### src/rtl/hdm_pkg.sv
package hdm_pkg;

    localparam int ADDR_W  = 64;
    localparam int BND_LSB = 28;
    localparam int BND_W   = ADDR_W - BND_LSB;
    localparam int PORT_W  = 8;
    localparam int TGT_N   = 8;
    localparam int SEL_W   = $clog2(TGT_N);
    localparam int CMT_BIT = 10;

    typedef enum logic [2:0] {
        FLD_BASE_LO = 3'd0,
        FLD_BASE_HI = 3'd1,
        FLD_SIZE_LO = 3'd2,
        FLD_SIZE_HI = 3'd3,
        FLD_CTRL    = 3'd4,
        FLD_TGT_LO  = 3'd5,
        FLD_TGT_HI  = 3'd6,
        FLD_CAP     = 3'd7
    } hdm_field_e;

    typedef struct packed {
        logic [BND_W-1:0]        base;
        logic [BND_W-1:0]        size;
        logic                    committed;
        logic [3:0]              ways;
        logic [3:0]              gran;
        logic [TGT_N*PORT_W-1:0] tlist;
    } hdm_entry_t;

    typedef enum logic [1:0] {
        ST_IDLE   = 2'd0,
        ST_SCAN   = 2'd1,
        ST_REPORT = 2'd2
    } scan_state_e;

    // Capability code to entry count: 0 and codes above 4 give one entry.
    function automatic logic [3:0] count_decode(input logic [3:0] code);
        logic [3:0] n;
        if (code == 4'd0 || code > 4'd4) begin
            n = 4'd1;
        end else begin
            n = {code[2:0], 1'b0};
        end
        return n;
    endfunction

endpackage

### src/rtl/hdm_regfile.sv
module hdm_regfile
    import hdm_pkg::*;
#(
    parameter int NUM_ENTRIES = 8
) (
    input  logic                              clk,
    input  logic                              rst_n,
    input  logic                              wr_en,
    input  logic [3:0]                        wr_entry,
    input  logic [2:0]                        wr_field,
    input  logic [31:0]                       wr_data,
    output hdm_entry_t [NUM_ENTRIES-1:0]      entries_o,
    output logic [3:0]                        cap_code_o
);

    hdm_field_e fld;
    assign fld = hdm_field_e'(wr_field);

    for (genvar e = 0; e < NUM_ENTRIES; e++) begin : g_entry
        logic sel;
        assign sel = wr_en && (wr_entry == 4'(e));

        always_ff @(posedge clk) begin
            if (!rst_n) begin
                entries_o[e] <= '0;
            end else if (sel) begin
                unique case (fld)
                    FLD_BASE_LO: entries_o[e].base[3:0]         <= wr_data[31:28];
                    FLD_BASE_HI: entries_o[e].base[BND_W-1:4]   <= wr_data;
                    FLD_SIZE_LO: entries_o[e].size[3:0]         <= wr_data[31:28];
                    FLD_SIZE_HI: entries_o[e].size[BND_W-1:4]   <= wr_data;
                    FLD_CTRL: begin
                        entries_o[e].committed <= wr_data[CMT_BIT];
                        entries_o[e].ways      <= wr_data[7:4];
                        entries_o[e].gran      <= wr_data[3:0];
                    end
                    FLD_TGT_LO:  entries_o[e].tlist[31:0]       <= wr_data;
                    FLD_TGT_HI:  entries_o[e].tlist[63:32]      <= wr_data;
                    FLD_CAP:     ;
                    default:     ;
                endcase
            end
        end
    end

    always_ff @(posedge clk) begin
        if (!rst_n) begin
            cap_code_o <= '0;
        end else if (wr_en && fld == FLD_CAP) begin
            cap_code_o <= wr_data[3:0];
        end
    end

endmodule

### src/rtl/hdm_entry_eval.sv
module hdm_entry_eval
    import hdm_pkg::*;
(
    input  hdm_entry_t          entry_i,
    input  logic [ADDR_W-1:0]   addr_i,
    output logic                match_o,
    output logic                committed_o,
    output logic [PORT_W-1:0]   port_o
);

    logic [BND_W-1:0]  addr_hi;
    logic [BND_W:0]    limit;
    logic [4:0]        shamt;
    logic [ADDR_W-1:0] chunk;
    logic [SEL_W-1:0]  mask;
    logic [SEL_W-1:0]  sel;

    always_comb begin
        addr_hi = addr_i[ADDR_W-1:BND_LSB];
        limit   = {1'b0, entry_i.base} + {1'b0, entry_i.size};
        match_o = (addr_hi >= entry_i.base) && ({1'b0, addr_hi} < limit);
        committed_o = entry_i.committed;

        shamt = 5'd8 + {1'b0, entry_i.gran};
        chunk = addr_i >> shamt;
        if (entry_i.ways >= 4'd3) begin
            mask = '1;
        end else begin
            mask = (SEL_W'(1) << entry_i.ways[1:0]) - SEL_W'(1);
        end
        sel    = chunk[SEL_W-1:0] & mask;
        port_o = entry_i.tlist[sel*PORT_W +: PORT_W];
    end

endmodule

### src/rtl/hdm_scan_fsm.sv
module hdm_scan_fsm
    import hdm_pkg::*;
#(
    parameter int NUM_ENTRIES = 8,
    localparam int IDX_W = (NUM_ENTRIES > 1) ? $clog2(NUM_ENTRIES) : 1,
    localparam int CNT_W = $clog2(NUM_ENTRIES + 1)
) (
    input  logic                 clk,
    input  logic                 rst_n,
    input  logic                 req_valid,
    input  logic [ADDR_W-1:0]    req_addr,
    input  logic [CNT_W-1:0]     active_cnt,
    input  logic                 match_i,
    input  logic                 committed_i,
    input  logic [PORT_W-1:0]    port_i,
    output logic [ADDR_W-1:0]    scan_addr_o,
    output logic [IDX_W-1:0]     scan_idx_o,
    output logic                 req_ready,
    output logic                 done,
    output logic                 hit,
    output logic [PORT_W-1:0]    port
);

    scan_state_e       state, nxt;
    logic              last;
    logic              res_hit;
    logic [PORT_W-1:0] res_port;

    assign last = ((CNT_W'(scan_idx_o) + CNT_W'(1)) >= active_cnt) ||
                  (scan_idx_o == IDX_W'(NUM_ENTRIES - 1));

    always_ff @(posedge clk) begin
        if (!rst_n) state <= ST_IDLE;
        else        state <= nxt;
    end

    always_comb begin
        nxt = state;
        unique case (state)
            ST_IDLE:   if (req_valid) nxt = ST_SCAN;
            ST_SCAN:   if (match_i || last) nxt = ST_REPORT;
            ST_REPORT: nxt = ST_IDLE;
            default:   nxt = ST_IDLE;
        endcase
    end

    always_ff @(posedge clk) begin
        if (!rst_n) begin
            scan_addr_o <= '0;
            scan_idx_o  <= '0;
            res_hit     <= 1'b0;
            res_port    <= '0;
        end else begin
            unique case (state)
                ST_IDLE: begin
                    if (req_valid) begin
                        scan_addr_o <= req_addr;
                        scan_idx_o  <= '0;
                    end
                end
                ST_SCAN: begin
                    if (match_i) begin
                        res_hit  <= committed_i;
                        res_port <= committed_i ? port_i : '0;
                    end else if (last) begin
                        res_hit  <= 1'b0;
                        res_port <= '0;
                    end else begin
                        scan_idx_o <= scan_idx_o + IDX_W'(1);
                    end
                end
                ST_REPORT: ;
                default: ;
            endcase
        end
    end

    always_comb begin
        req_ready = (state == ST_IDLE);
        done      = (state == ST_REPORT);
        hit       = done && res_hit;
        port      = done ? res_port : '0;
    end

endmodule

### src/rtl/hdm_decode_bank.sv
module hdm_decode_bank
    import hdm_pkg::*;
#(
    parameter int NUM_ENTRIES = 8
) (
    input  logic         clk,
    input  logic         rst_n,
    input  logic         cfg_wr_en,
    input  logic [3:0]   cfg_wr_entry,
    input  logic [2:0]   cfg_wr_field,
    input  logic [31:0]  cfg_wr_data,
    input  logic         lk_valid,
    input  logic [63:0]  lk_addr,
    output logic         lk_ready,
    output logic         lk_done,
    output logic         lk_hit,
    output logic [7:0]   lk_port
);

    localparam int IDX_W = (NUM_ENTRIES > 1) ? $clog2(NUM_ENTRIES) : 1;
    localparam int CNT_W = $clog2(NUM_ENTRIES + 1);

    hdm_entry_t [NUM_ENTRIES-1:0] entries;
    logic [3:0]                   cap_code;
    logic [3:0]                   dec_cnt;
    logic [CNT_W-1:0]             active_cnt;
    logic [ADDR_W-1:0]            scan_addr;
    logic [IDX_W-1:0]             scan_idx;
    hdm_entry_t                   cur_entry;
    logic                         cur_match;
    logic                         cur_commit;
    logic [PORT_W-1:0]            cur_port;

    hdm_regfile #(.NUM_ENTRIES(NUM_ENTRIES)) regs_i (
        .clk        (clk),
        .rst_n      (rst_n),
        .wr_en      (cfg_wr_en),
        .wr_entry   (cfg_wr_entry),
        .wr_field   (cfg_wr_field),
        .wr_data    (cfg_wr_data),
        .entries_o  (entries),
        .cap_code_o (cap_code)
    );

    always_comb begin
        dec_cnt = count_decode(cap_code);
        if (32'(dec_cnt) > NUM_ENTRIES) active_cnt = CNT_W'(NUM_ENTRIES);
        else                            active_cnt = CNT_W'(dec_cnt);
        cur_entry = entries[scan_idx];
    end

    hdm_entry_eval eval_i (
        .entry_i     (cur_entry),
        .addr_i      (scan_addr),
        .match_o     (cur_match),
        .committed_o (cur_commit),
        .port_o      (cur_port)
    );

    hdm_scan_fsm #(.NUM_ENTRIES(NUM_ENTRIES)) fsm_i (
        .clk         (clk),
        .rst_n       (rst_n),
        .req_valid   (lk_valid),
        .req_addr    (lk_addr),
        .active_cnt  (active_cnt),
        .match_i     (cur_match),
        .committed_i (cur_commit),
        .port_i      (cur_port),
        .scan_addr_o (scan_addr),
        .scan_idx_o  (scan_idx),
        .req_ready   (lk_ready),
        .done        (lk_done),
        .hit         (lk_hit),
        .port        (lk_port)
    );

endmodule

### config.mk
export PLATFORM = sky130hd
export DESIGN_NAME = hdm_decode_bank
export DESIGN_NICKNAME = d
export VERILOG_FILES = /design/src/rtl/hdm_pkg.sv /design/src/rtl/hdm_regfile.sv /design/src/rtl/hdm_entry_eval.sv /design/src/rtl/hdm_scan_fsm.sv /design/src/rtl/hdm_decode_bank.sv
export SDC_FILE = /design/constraint.sdc
export NUM_CORES = 2
export LEC_CHECK = 0
export BUFFER_PORTS_ARGS = -buffer_cell sky130_fd_sc_hd__buf_2
export CAP_MARGIN = 5
export CORE_UTILIZATION = 35
export CTS_CLUSTER_DIAMETER = 80
export DETAILED_ROUTE_END_ITERATION = 10
export SLEW_MARGIN = 5
export SYNTH_ARGS = -nofsm -noshare
export SYNTH_HDL_FRONTEND = slang
export SYNTH_SLANG_ARGS = --single-unit
export TNS_END_PERCENT = 10
### constraint.sdc
create_clock -name clk -period 12.3 [get_ports clk]
set_input_delay 1.23 -clock clk [delete_from_list [all_inputs] [get_ports clk]]
set_output_delay 1.23 -clock clk [all_outputs]
set_load 0.05 [all_outputs]
==> metrics.yaml <==
p_switching_uw: 2021
hpwl_mm: 102.5
fmax_ghz: 0.1093
hp-class: "reg -> reg"
pwr-share-clk_pct: 48.1
p_comb_share_pct: 4.7
path_max_fanout: 49
total_power_uw: 8529
ys_seq_area_share_pct: 44.32
synth_warnings: 0
die_y_um: 400.8
clk_pin_slew_ns: 0.06
synth_seq_cells: 1232
status: "finished, final reports clean"
syn_avg_cell_area_um2: 8.268
cts_made_buffers: 135
rsz0062_at_grt: "false"
ir_drop_mv: 0.09436
fin_crit_sh_pct: 74.36
cts_tree: "built"
grt_pass1_vias: 44580
worst_path_max_delay_cell: "clkinv_2"
min_path_cells: 2
power.share.switching_pct: 23.69
slowest_delay_ns: 0.89
yosys.area.top_type: "dfxtp_1"
internal_power_uw: 6508
finalSetupViolations: 0
worstMarginPinSlew_ns: 1.384
finClkSkew_ns: 0.02867
clock_sinks: 1232
critPathRequiredTime_ns: 13.01
core_um2: 157100
hold_viol: 0
async_flop_share_pct: 0
synthCells: 6731
htree_levels: 4
vias_per_cell: 5.422
setup_tns_ns: 0
stdcell_count: 8631
p_per_area_nw_per_um2: 137.9
grt_overflow: 0
insertion_delay_ns: 0.77
drt-initial-drc-count: 4833
gp_congestion: 0.9334
syn_to_final_growth_pct: 11.12
period_needed_ns: 9.146
cts-resized-gates: 0
crit_arrival_ns: 9.85
final_cell_mix: "nand2_1, dfxtp_1, a21oi_1, mux4_2, clkbuf_16"
r2r-end: "fsm_i.res_port[7]"
maxSlewHeadroom_pct: 7.535
layout_commonest_cell: "nand2_1"
track_usage_pct: 21.48
rr_worst_depth: 23
io_pins: 118
leakage_uw: 0.02067
vias: 46790
placementRows: 145
syn-cell-area_um2: 55650
synth_edf_count: 0
io_buffers: 107
setup_ws_ns: 3.154
grt_pass1_wl_mm: 270.1
avgRoutedWirePerCell_um: 20.60
cts_hold_buf: 0
post-place-ws_ns: 3.362
dp_cells: 8388
startpoint_type: "flop"
pwr-share-seq_pct: 47.3
start_util_pct: 35.42
drt_wl_total_mm: 177.8
critical_path_class: "reg -> reg"
dieArea_um2: 160600
cts_setup_buffers: 0
synthFlopType: "dfxtp_1"
cts_buffer_depth: 3
slew_viol_final: 0
die_x_um: 400.8
startpoint: "fsm_i.scan_idx_o[2]"
fill_cells: 15600
worstPathCellList: "clkinv_2 > buf_4 > nand2_1 > and2_1 > inv_1 > ha_1 > a21o_1 > a311oi_1 > nor3_1 > o21ai_0 > o41ai_1 > o41ai_1 > o21ai_0 > a21boi_0 > xor2_1 > ha_1 > a211oi_1 > o211ai_1 > o211ai_1 > o32a_1 > nand4_1 > a211o_1 > nand4_1"
drt_pass1_iterations: 6
drcViolationCount: 0
r2r_start: "fsm_i.scan_idx_o[2]"
drtAntennaViolNets: 0
grt_max_degree: 212
ys_types: 61
final_net_count: 6688
maxCapViolCount: 0
synth_fp_nets: 6952
end_kind: "flop"
antenna_found_initial: 7
crit_path_end: "fsm_i.res_port[7]"
yosysTopAreaCellShare_pct: 44.32
yosys-top-cells-area: "dfxtp_1, nand2_1, mux4_2, a21oi_1, clkbuf_1"
drive_gt1_share_pct: 12.10
ff2ff_setup_slack_ns: 3.15
root_buffer: "clkbuf_16"
[sequential cells by signal, indices dropped and copies added, names as in the netlist]
signal	count
fsm_i.res_hit	1
fsm_i.res_port	8
fsm_i.scan_addr_o	54
fsm_i.scan_idx_o	3
fsm_i.state	2
regs_i.cap_code_o	4
regs_i.entries_o	1160
[stage by stage]
step	utilization, %	hold WS [ns]	instance area, um^2
after floorplan	-	0.4331	55650
after global placement	36.51	0.4382	57360
after detailed placement	36.51	0.4431	57360
after CTS	39.36	0.4506	61840
after global routing	39.36	0.4643	61840
final	39.36	0.4499	61850
[synth_stat cells (12+ instances only)]
| cell type | count |
|---|---|
| mux4_2 | 303 |
| ha_1 | 113 |
| nor3_1 | 20 |
| xor2_1 | 20 |
| a21oi_1 | 1207 |
| clkbuf_1 | 539 |
| nand2_1 | 2500 |
| buf_1 | 14 |
| nor2_1 | 158 |
| a21o_1 | 35 |
| xnor2_1 | 14 |
| nor2b_1 | 17 |
| nand4_1 | 26 |
| dfxtp_1 | 1232 |
| o21ai_0 | 33 |
| mux2i_1 | 115 |
| buf_2 | 25 |
| and2_1 | 50 |
| a211oi_1 | 12 |
| nand3_1 | 99 |
| inv_1 | 51 |
[how the worst min path moves through the flow]
stage,slack [ns],from,endpoint
3_3_place_gp,0.44,regs_i.entries_o[177],regs_i.entries_o[177]
3_5_place_dp,0.44,regs_i.entries_o[568],regs_i.entries_o[568]
2_1_floorplan,0.43,regs_i.entries_o[1000],regs_i.entries_o[1000]
6_report,0.45,regs_i.entries_o[568],regs_i.entries_o[568]
4_1_cts,0.45,regs_i.entries_o[568],regs_i.entries_o[568]
5_1_grt,0.46,regs_i.entries_o[439],regs_i.entries_o[439]
[area by class of cell]
type                            instances  area, um^2  area share (%)
Antenna cell                            2       5.005        0.008092
Clock buffer                          202        4106           6.640
Clock inverter                         39       376.6          0.6090
Inverter                               53       207.7          0.3358
Multi-Input combinational cell       4860       28700           46.41
Sequential cell                      1232       24670           39.90
Tap cell                             2058        2575           4.164
Timing Repair Buffer                  185        1196           1.934
[critical path, delay by kind of cell (launching register included)]
kind                       cells  cell delay [ns]
and+or+nand+nor                5             1.27
adders and majority gates      2             0.62
xor gates and xnor gates       1             0.20
buffers and inverters          3             1.60
AOI/OAI and AO/OA             12             4.43
DFF                            1             0.86
[layer usage]
metal / vias to the layer above / GRT usage [%] / part of all wire [%]
met5: - / 0 / 0.015
li1: 22090 / - / -
met1: 22790 / 28.39 / 43
met2: 1646 / 36.13 / 48
met3: 268 / 3.123 / 6.8
met4: 4 / 6.484 / 2.5
[kinds of logic (layout without fill, tap and decap cells)]
family	count (synthesis)	after routing	synth area share [%]
DFF	1232	1232	44.32
adders and majority gates	114	114	2.576
xor gates and xnor gates	34	34	0.5351
buffers and inverters	639	479	4.442
muxes	429	429	14.58
AOI/OAI and AO/OA	1362	1362	12.86
and+or+nand+nor	2921	2921	20.69
other	0	2	0
[power by group through the flow]
stage / Combinational [uW] / Sequential, uW / Clock [uW]
2_1_floorplan: 259 / 4110 / 0
3_3_place_gp: 390 / 4120 / 0
3_5_place_dp: 395 / 4120 / 0
4_1_cts: 396 / 4030 / 4160
5_1_grt: 427 / 4030 / 4320
6_report: 397 / 4030 / 4100
Power figures use the tool's default switching activity.
